File: src/rtl/sar_pkg.sv
// Shared types for the successive-approximation controller.
package sar_pkg;
    typedef enum logic [1:0] {
        PH_IDLE  = 2'd0,
        PH_SETUP = 2'd1,
        PH_CONV  = 2'd2
    } sar_phase_e;
endpackage

File: src/rtl/sar_chan_latch.sv
// Channel address latch: captures the address on the strobe and holds it otherwise.
// Assumes the strobe is synchronous to clk.
module sar_chan_latch #(
    parameter int CH_W = 3
) (
    input  logic            clk,
    input  logic            rst_n,
    input  logic            addr_strobe,
    input  logic [CH_W-1:0] ch_addr,
    output logic [CH_W-1:0] ch_sel
);
    // Capture the channel address when the strobe is high.
    always_ff @(posedge clk) begin
        if (!rst_n)
            ch_sel <= '0;
        else if (addr_strobe)
            ch_sel <= ch_addr;
    end

    a_r2_capture: assert property (@(posedge clk) disable iff (!rst_n)
        addr_strobe |=> ch_sel == $past(ch_addr));
    a_r2_hold: assert property (@(posedge clk) disable iff (!rst_n)
        !addr_strobe |=> $stable(ch_sel));
endmodule

File: src/rtl/sar_seq.sv
// Bit sequencer: clear step, then MSB-first trial and keep/discard per bit.
// Assumes cmp_keep settles within one cycle of trial_code changing.
module sar_seq
    import sar_pkg::*;
#(
    parameter int RES = 8
) (
    input  logic           clk,
    input  logic           rst_n,
    input  logic           start,
    input  logic           cmp_keep,
    output logic [RES-1:0] trial_code,
    output logic           accept,
    output logic           finish,
    output logic [RES-1:0] final_code
);
    localparam logic [RES-1:0] MSB_ONLY = {1'b1, {(RES-1){1'b0}}};

    sar_phase_e     phase_q;
    logic [RES-1:0] sar_q;
    logic [RES-1:0] mask_q;
    logic [RES-1:0] resolved;

    assign accept     = start && (phase_q == PH_IDLE);
    assign resolved   = cmp_keep ? sar_q : (sar_q & ~mask_q);
    assign finish     = (phase_q == PH_CONV) && mask_q[0];
    assign final_code = resolved;
    assign trial_code = sar_q;

    // Step the phase, the approximation register and the bit mask.
    always_ff @(posedge clk) begin
        if (!rst_n) begin
            phase_q <= PH_IDLE;
            sar_q   <= '0;
            mask_q  <= '0;
        end else begin
            unique case (phase_q)
                PH_IDLE: begin
                    if (start) begin
                        phase_q <= PH_SETUP;
                        sar_q   <= '0;
                        mask_q  <= '0;
                    end
                end
                PH_SETUP: begin
                    phase_q <= PH_CONV;
                    sar_q   <= MSB_ONLY;
                    mask_q  <= MSB_ONLY;
                end
                PH_CONV: begin
                    if (mask_q[0]) begin
                        phase_q <= PH_IDLE;
                        sar_q   <= resolved;
                        mask_q  <= '0;
                    end else begin
                        sar_q  <= resolved | (mask_q >> 1);
                        mask_q <= mask_q >> 1;
                    end
                end
                default: phase_q <= PH_IDLE;
            endcase
        end
    end

    a_r3_clear_step: assert property (@(posedge clk) disable iff (!rst_n)
        accept |=> trial_code == '0);
    a_r4_msb_first: assert property (@(posedge clk) disable iff (!rst_n)
        phase_q == PH_SETUP |=> trial_code == MSB_ONLY);
    a_r5_mask_onehot: assert property (@(posedge clk) disable iff (!rst_n)
        phase_q == PH_CONV |-> $onehot(mask_q));
    a_r5_keep_bit: assert property (@(posedge clk) disable iff (!rst_n)
        (phase_q == PH_CONV) && cmp_keep |=> (trial_code & $past(mask_q)) != '0);
    a_r5_drop_bit: assert property (@(posedge clk) disable iff (!rst_n)
        (phase_q == PH_CONV) && !cmp_keep |=> (trial_code & $past(mask_q)) == '0);
    a_r7_busy_ignores_start: assert property (@(posedge clk) disable iff (!rst_n)
        (phase_q != PH_IDLE) && start |-> !accept);
endmodule

File: src/rtl/sar_out_latch.sv
// Result latch, end-of-conversion flag and gated parallel output.
// Assumes accept and finish are never high in the same cycle.
module sar_out_latch #(
    parameter int RES = 8
) (
    input  logic           clk,
    input  logic           rst_n,
    input  logic           accept,
    input  logic           finish,
    input  logic [RES-1:0] final_code,
    input  logic           out_en,
    output logic           conv_done,
    output logic [RES-1:0] data_out,
    output logic           data_ok
);
    logic [RES-1:0] result_q;
    logic           have_q;

    // Store the result and set the flag at the end; clear the flag on a new start.
    always_ff @(posedge clk) begin
        if (!rst_n) begin
            result_q  <= '0;
            have_q    <= 1'b0;
            conv_done <= 1'b0;
        end else begin
            if (finish) begin
                result_q  <= final_code;
                have_q    <= 1'b1;
                conv_done <= 1'b1;
            end else if (accept) begin
                conv_done <= 1'b0;
            end
        end
    end

    // Present data only while enabled.
    always_comb begin
        data_out = out_en ? result_q : '0;
        data_ok  = out_en && have_q;
    end

    a_r6_flag_on_finish: assert property (@(posedge clk) disable iff (!rst_n)
        finish |=> conv_done);
    a_r8_quiet_when_off: assert property (@(posedge clk) disable iff (!rst_n)
        !out_en |-> (data_out == '0) && !data_ok);
    a_r9_flag_hold: assert property (@(posedge clk) disable iff (!rst_n)
        conv_done && !accept |=> conv_done);
    a_r9_result_hold: assert property (@(posedge clk) disable iff (!rst_n)
        !finish && out_en |=> !out_en || $stable(data_out));
endmodule

File: src/rtl/sar_conv_ctrl.sv
// Top: successive-approximation controller with channel latch and gated output.
// Assumes the external mux, DAC and comparator settle within one clock.
module sar_conv_ctrl #(
    parameter int RES  = 8,
    parameter int N_CH = 8,
    localparam int CH_W = $clog2(N_CH)
) (
    input  logic            clk,
    input  logic            rst_n,
    input  logic            addr_strobe,
    input  logic [CH_W-1:0] ch_addr,
    input  logic            start,
    input  logic            cmp_keep,
    input  logic            out_en,
    output logic [CH_W-1:0] ch_sel,
    output logic [RES-1:0]  trial_code,
    output logic            conv_done,
    output logic [RES-1:0]  data_out,
    output logic            data_ok
);
    logic           accept;
    logic           finish;
    logic [RES-1:0] final_code;

    sar_chan_latch #(.CH_W(CH_W)) chan_i (
        .clk(clk), .rst_n(rst_n), .addr_strobe(addr_strobe),
        .ch_addr(ch_addr), .ch_sel(ch_sel)
    );

    sar_seq #(.RES(RES)) seq_i (
        .clk(clk), .rst_n(rst_n), .start(start), .cmp_keep(cmp_keep),
        .trial_code(trial_code), .accept(accept), .finish(finish),
        .final_code(final_code)
    );

    sar_out_latch #(.RES(RES)) out_i (
        .clk(clk), .rst_n(rst_n), .accept(accept), .finish(finish),
        .final_code(final_code), .out_en(out_en), .conv_done(conv_done),
        .data_out(data_out), .data_ok(data_ok)
    );

    a_r6_no_overlap: assert property (@(posedge clk) disable iff (!rst_n)
        !(accept && finish));
endmodule

File: config.mk
export PLATFORM = sky130hd
export DESIGN_NAME = sar_conv_ctrl
export DESIGN_NICKNAME = d
export VERILOG_FILES = /design/src/rtl/sar_pkg.sv /design/src/rtl/sar_chan_latch.sv /design/src/rtl/sar_seq.sv /design/src/rtl/sar_out_latch.sv /design/src/rtl/sar_conv_ctrl.sv
export SDC_FILE = /design/constraint.sdc
export NUM_CORES = 1
export LEC_CHECK = 0
export ABC_AREA = 1
export CAP_MARGIN = 10
export CORE_MARGIN = 1
export CORE_UTILIZATION = 50
export DETAILED_ROUTE_END_ITERATION = 8
export HOLD_SLACK_MARGIN = 0.02
export PLACE_DENSITY = 0.86
export SYNTH_ARGS = -nofsm -noshare
export SYNTH_HDL_FRONTEND = slang
export SYNTH_SLANG_ARGS = --single-unit
File: constraint.sdc
create_clock -name clk -period 2 [get_ports clk]
set_input_delay 0.2 -clock clk [delete_from_list [all_inputs] [get_ports clk]]
set_output_delay 0.2 -clock clk [all_outputs]
set_load 0.01 [all_outputs]
== Word-level counts from Yosys, hierarchy flattened ==
Cells that the tools add are included.

* Bitwise logic cells: 3
* Equality and inequality tests: 4
* Muxes and demuxes: 12
* Reductions and logical operators: 8

{| class="wikitable"
|+ Operator list
! operator !! count
|-
| case mux 8 bit (3 select lines) || 2
|-
| 2-to-1 mux 8 bit || 4
|-
| bitwise AND 8 bit || 1
|-
| inverter 8 bit || 1
|-
| OR 8 x 7 -> 8 bit || 1
|-
| 2-to-1 mux 7 bit || 1
|-
| case mux 2 bit (3 select lines) || 1
|-
| 2-to-1 mux 2 bit || 2
|-
| AND reduction 2 bit || 2
|-
| logical AND 1 bit || 3
|-
| nonzero test 3 bit || 1
|-
| == test 2 x 1 -> 1 bit (second input constant) || 1
|-
| == test 2 bit (second input constant) || 1
|-
| logical NOT 2 bit || 1
|-
| 2-to-1 mux 1 bit || 2
|-
| inequality test 2 x 1 -> 1 bit (second input constant) || 1
|-
| inequality test 2 bit (second input constant) || 1
|-
| nonzero test 2 bit || 1
|}

* Output and inout bits: 21
* Flip-flop bits (word level): 31
* Input bits: 9
* Word-level logic and storage cells: 34

== Depth between registers and ports, before layout ==
Gate-level depths: netlist (run 1).

* Word-level depth: 6
* Mapped depth: 9
* Gate-level depth less buffers: 8

== Cells and area by module ==
Synthesis (run 1) repeated with hierarchy kept, for this count alone.

* Cell total of the unflattened synthesis: 227
* Area, all modules: 1569.0 um^2

{| class="wikitable"
|+ Modules (own cells, without submodules)
! module !! area each (um^2) !! times used !! sequential area each (um^2) !! cells each
|-
| sar_seq || 1032.2 || 1 || 360.3 || 148
|-
| sar_out_latch || 420.4 || 1 || 200.2 || 61
|-
| sar_chan_latch || 116.4 || 1 || 60.1 || 18
|}

== Worst setup path after synthesis (run 1) ==
Ideal clock, no wire load.

* Path kind: reg-to-reg
* Start: register seq_i.phase_q[0]
* End: register seq_i.sar_q[0] (netlist: seq_i.trial_code[0])
* Clock period less this slack: 1.331 ns
* Path buffers: 1
* Data arrival time: 1.264 ns
* Setup slack: 0.669 ns
* Library setup time: 0.066 ns
* Data required time: 1.934 ns
* Stages on the path, launching flop included: 9
* Path through: dfxtp_1 inv_1 ha_1 nand2_2 nand2_2 inv_4 buf_12 nand2_2 a21oi_2

* Cells in the longest elaborated chain, start to end: 3
* Elaborated cells between the ends (all ways): 7
* Those cells by class: 3 x eq/ne; 1 x mux; 3 x reduce/logical

{| class="wikitable"
|+ RTL lines
! what !! line !! source
|-
| start: declaration || sar_seq.sv:19 || <nowiki>sar_phase_e phase_q;</nowiki>
|-
| start signal: assignment || sar_seq.sv:33 || <nowiki>phase_q <= PH_IDLE;</nowiki>
|-
| start signal: assignment || sar_seq.sv:40 || <nowiki>phase_q <= PH_SETUP;</nowiki>
|-
| start signal: assignment || sar_seq.sv:46 || <nowiki>phase_q <= PH_CONV;</nowiki>
|-
| == test 2 x 1 -> 1 bit, or another cell as far along || sar_seq.sv:37 || <nowiki>unique case (phase_q)</nowiki>
|-
| nonzero test 3 bit (no source line) or inequality test 2 bit (tied branches) || n/a ||
|-
| AND reduction 2 bit (no source line) || n/a ||
|-
| end signal: assignment || sar_seq.sv:53 || <nowiki>sar_q <= resolved;</nowiki>
|-
| end signal: assignment || sar_seq.sv:56 || <nowiki>sar_q <= resolved | (mask_q >> 1);</nowiki>
|-
| end: declaration || sar_seq.sv:20 || <nowiki>logic [RES-1:0] sar_q;</nowiki>
|}

Several ways; a longest one is shown, not always the timed one.
A chain may end at the register's enable or synchronous reset.

== Worst setup path in the final report (run 1) ==
* Start: input port out_en
* End: output port data_out[5]

* Cells in the longest elaborated chain, start to end: 1

{| class="wikitable"
|+ RTL lines
! what !! line !! source
|-
| start: declaration || sar_conv_ctrl.sv:14 || <nowiki>input logic out_en,</nowiki>
|-
| 2-to-1 mux 8 bit || sar_out_latch.sv:38 || <nowiki>data_out = out_en ? result_q : '0;</nowiki>
|-
| end: declaration || sar_conv_ctrl.sv:18 || <nowiki>output logic [RES-1:0] data_out,</nowiki>
|}

No other way between the ends.

==> flow_summary.yaml, run 1 <==
power_and_ir_drop:
  p_comb_share_pct: 32.0
  power_switching_uw: 582
  swShare_pct: 36.9
  power_density_nw_per_um2: 877
  p_leak_uw: 0.000780
  p_clk_share_pct: 23.0
  p_total_uw: 1580
  seqPwrFrac_pct: 45.0
  ir_drop_mv: 0.660
  internal_power_uw: 994
setup_path:
  rrSetupSlack_ns: 0.51
  end_kind: "output port"
  start_kind: "input pin"
  critPathRequiredTime_ns: 1.80
  arrival_ns: 1.50
  worst-path-max-fanout: 9
  critical_path_class: "in -> out"
layout:
  utilization_pct: 65.2
  area_growth_pct: 24.1
  fill_cells: 248
  n_antenna_cell: 0
  drive_above_1_share_pct: 14.3
  layout.nets: 245
floorplanning:
  core_area_um2: 2760
  start_util_pct: 52.5
  die_h_um: 55.8
  num_rows: 19
  die_x_um: 55.8
  dieArea_um2: 3120
  io_pins: 30
clock_tree:
  clkTransAtPathRegs_ns: 0.08
  cts_hold_buf: 0
  cts_tree: "yes"
  clock_latency_ns: 0.33
  cts_buffers: 5
  root_buffer: "clkbuf_4"
  cts_buffer_depth: 2
  post_cts_buffers: 0
  htreeDepth: 2
  numClockSinks: 31
  cts_resized: 0
global_routing:
  overflow: 0
  grt_pass1_vias: 1209
  antenna_found_initial: 0
  grt_usage_pct: 20.7
  grt_pass1_wl_um: 5030
  grt_max_degree: 18
timing:
  setup_tns_ns: 0
  timing.final.ws_setup_ns: 0.299
  hold_violations: 0
  finClkSkew_ns: 0.00568
  worst_pin_slew_ns: 0.379
  setup_viol: 0
  slew_headroom_pct: 74.4
  grt_setup_unrepaired: "no"
  period_needed_ns: 1.70
  slew_violations: 0
  max_freq_mhz: 588
  period_share_pct: 85.0
run_status:
  status: "completed"
drt:
  postRouteAntennaNets: 0
  firstDrtPassIters: 4
  route.detailed.drc: 0
  vias_per_cell: 4.98
  routed_wl_um: 2820
  dr_total_vias: 1306
  wire_per_inst_um: 10.7
  drt_iter0_drc: 32
place:
  hpwl_um: 1970
  gp_congestion: 0.777
  post-place-ws_ns: 0.294
  numPortBuffers: 29
logic_synthesis:
  synth_cell_types: 19
  synth_seq_area_share_pct: 42.8
  synth_nets: 213
  syn_avg_cell_area_um2: 7.28
  syn_inst: 199
  synth-seq-cells: 31
  yosys_warnings: 0
  synth_area_um2: 1450
flow_run:
  maxCapViolCount: 0
worst_hold_path:
  worstHoldPathType: "in -> reg"
worst max-delay path, stage by stage:
cell             delay [ns]
clkdlybuf4s50_1        0.63
nand2_1                0.10
inv_1                  0.05
clkdlybuf4s50_1        0.52
power groups by stage:
stage	logic, uW	registers (uW)	clock network [uW]
global route	566	715	401
floorplan	443	719	0
detailed placement	503	725	0
finish	504	710	362
CTS	507	710	369
global placement	492	722	0
worst paths after layout:
kind / from / endpoint / cells past startpoint
hold / removal: ch_addr[0] / chan_i.ch_sel[0] / 3
setup reg to reg: seq_i.phase_q[0] / seq_i.trial_code[3] / 8
hold reg to reg: out_i.conv_done / out_i.conv_done / 2
setup / recovery: out_en / data_out[5] / 4
registers in the layout, summed over array words and instances, names as in the netlist:
register,cells
seq_i.trial_code,8
out_i.result_q,8
out_i.conv_done,1
out_i.have_q,1
seq_i.phase_q,2
seq_i.mask_q,8
chan_i.ch_sel,3
synth_stat cells, drive strengths merged:
library cell | number | area, um^2
nor2 | 20 | 75.1
nand3 | 2 | 10.0
a21oi | 22 | 140
clkbuf | 2 | 7.51
dfxtp | 31 | 621
inv | 23 | 88.8
ha | 5 | 62.6
nand2 | 68 | 283
o21ai | 16 | 80.1
nand4 | 6 | 37.5
buf | 4 | 43.8
routing by layer:
layer	GRT usage, %	routed length (um)	vias to the layer above
li1	-	-	694
met1	24.9	1320	574
met2	33.0	1290	33
met3	7.21	157	5
met4	10.1	42	0
met5	0	0	-
cells by family after synthesis:
family                   count (synthesis)  synth area share [%]
flip-flops                              31                  42.8
buffers and inverters                   29                  9.67
adder cells (fa/ha/maj)                  5                  4.32
AO/OA/AOI/OAI                           38                  15.2
AND/OR/NAND/NOR                         96                  28.0
layout make-up:
class                           count  area, um^2  share of cell area (%)
Clock buffer                        6        51.3                    2.85
Clock inverter                      1        5.00                   0.278
Inverter                           23        88.8                    4.94
Multi-Input combinational cell    139         688                    38.3
Sequential cell                    31         621                    34.5
Tap cell                           31        38.8                    2.16
Timing Repair Buffer               31         305                    17.0
layout by cell type, fill, tap and decap left out:
cell	synthesis	final
nand4_1	6	6
a21oi_1	14	14
o21ai_0	15	15
clkinv_2	0	1
nor2_1	20	20
inv_1	18	18
buf_4	1	2
a21oi_2	8	8
nand2_1	57	57
clkbuf_8	0	1
o21ai_1	1	1
inv_4	1	1
inv_2	4	4
ha_1	5	5
clkbuf_4	0	5
nand2_2	11	11
nand3_1	2	2
clkdlybuf4s50_1	0	29
dfxtp_1	31	31
stage by stage:
step / std cells / instance area, um^2 / hold slack [ns]
floorplan: 199 / 1450 / 0.335
global placement: 255 / 1740 / 0.454
detailed placement: 255 / 1740 / 0.458
CTS: 262 / 1800 / 0.441
global route: 262 / 1800 / 0.470
finish: 262 / 1800 / 0.450
Power figures use the tool's default switching activity.
==> run 2, diff against run 1 <==
==> constraint.sdc (replaced) <==
create_clock -name clk -period 2 [get_ports clk]
set_input_delay 0.4 -clock clk [delete_from_list [all_inputs] [get_ports clk]]
set_output_delay 0.4 -clock clk [all_outputs]
set_load 0.01 [all_outputs]
==> run 2 against run 1 <==
  * Die area is the same
  * Via count grew 1.3%
  * Total power shrank 0.52%
==> flow_summary.yaml, run 2 (synthesis results as in run 1) <==
layout:
  area_growth_pct: 24.0
  layout.nets: 245
  final_common_cell: "nand2_1"
  n_antenna_cell: 0
  drive_above_1_share_pct: 14.3
  stdcell_count: 262
  layout_common_cells: "nand2_1 (57), dfxtp_1 (31), clkdlybuf4s50_1 (28), nor2_1 (20), inv_1 (18)"
worst_hold_path:
  worstHoldPathType: "reg -> reg"
clock_tree:
  root_buffer: "clkbuf_4"
  clock_latency_ns: 0.32
  cts_buffer_depth: 2
  cts_buffers: 5
  cts_tree: "yes"
  clkTransAtPathRegs_ns: 0.08
  numClockSinks: 31
  post_cts_buffers: 0
  htreeDepth: 2
global_routing:
  overflow: 0
  grt_max_degree: 18
  grt_pass1_vias: 1218
  grt_usage_pct: 20.7
  antenna_found_initial: 0
  grt_pass1_wl_um: 5050
drt:
  vias_per_cell: 5.05
  wire_per_inst_um: 10.6
  postRouteAntennaNets: 0
  firstDrtPassIters: 4
  route.detailed.drc: 0
  drt_iter0_drc: 56
  routed_wl_um: 2770
  dr_total_vias: 1323
flow_run:
  maxCapViolCount: 0
timing:
  slew_violations: 0
  timing.final.ws_setup_ns: 0.168
  max_freq_mhz: 546
  period_needed_ns: 1.83
  hold_violations: 0
  finClkSkew_ns: 0.00635
  slew_headroom_pct: 76.1
  setup_viol: 0
  hold_ws_ns: 0.473
  worst_pin_slew_ns: 0.355
  period_share_pct: 91.6
  grt_setup_unrepaired: "no"
setup_path:
  rrSetupSlack_ns: 0.53
  critical_path_class: "in -> out"
  worst-path-max-fanout: 9
  end_kind: "output port"
  arrival_ns: 1.43
  start_kind: "input pin"
  critPathRequiredTime_ns: 1.60
floorplanning:
  num_rows: 19
  dieArea_um2: 3120
  die_x_um: 55.8
  die_h_um: 55.8
  io_pins: 30
  core_area_um2: 2760
  start_util_pct: 52.5
power_and_ir_drop:
  ir_drop_mv: 0.701
  p_leak_uw: 0.000781
  p_total_uw: 1570
  power_density_nw_per_um2: 873
place:
  placedCellCount: 255
  numPortBuffers: 29
  post-place-ws_ns: -0.102
  hpwl_um: 1970
  gp_congestion: 0.777
run_status:
  status: "completed"
## run 2: cell count changes in the layout (fill, tap and decap cells not counted)
cell,previous run,this run
clkdlybuf4s50_1,29,28
dlygate4sd2_1,0,1
## run 2: cell type report
type	count	area [um^2]
clock buffers	6	51.3
clock inverters	1	5.00
fillers	240	961
inverters	23	88.8
multi-input cells	139	688
flip-flops and latches	31	621
well taps	31	38.8
repair buffers	31	304
## run 2: per-stage QoR
| stage | TNS (ns) | utilization [%] | cell area [um^2] |
|---|---|---|---|
| after global routing | 0 | 65.2 | 1800 |
| after detailed placement | -0.788 | 63.2 | 1740 |
| final | 0 | 65.2 | 1800 |
| after global placement | -0.683 | 63.2 | 1740 |
| after CTS | 0 | 65.2 | 1800 |
| after floorplan | 0 | - | 1450 |
## run 2: path summary, 6_finish.rpt
| check | start | to | cells past startpoint |
|---|---|---|---|
| hold / removal | out_i.conv_done | out_i.conv_done | 2 |
| setup reg to reg | seq_i.phase_q[0] | seq_i.trial_code[3] | 8 |
| hold reg to reg | out_i.conv_done | out_i.conv_done | 2 |
| setup / recovery | out_en | data_out[2] | 4 |
## run 2: power by group
part | switching, uW | internal, uW | leakage [uW]
Combinational | 337 | 165 | 0.000496
Clock | 193 | 162 | 0.0000341
Sequential | 44.2 | 666 | 0.000251
Total | 574 | 994 | 0.000781
## run 2: worst max-delay path, stage by stage
cell,delay [ns]
dlygate4sd2_1,0.36
nand2_1,0.09
inv_1,0.06
clkdlybuf4s50_1,0.52
## run 2: timing repair
action | 4_1_cts | 5_1_grt
gates resized for setup | 1 | 0
hold buffers | 0 | 0
setup endpoints to repair | 9 | 0
## run 2: routing by layer
layer | part of all wire [%] | global-route usage [%]
met5 | 0 | 0
met2 | 47 | 33.9
met1 | 44 | 24.6
met4 | 2.9 | 12.2
met3 | 6.2 | 5.12
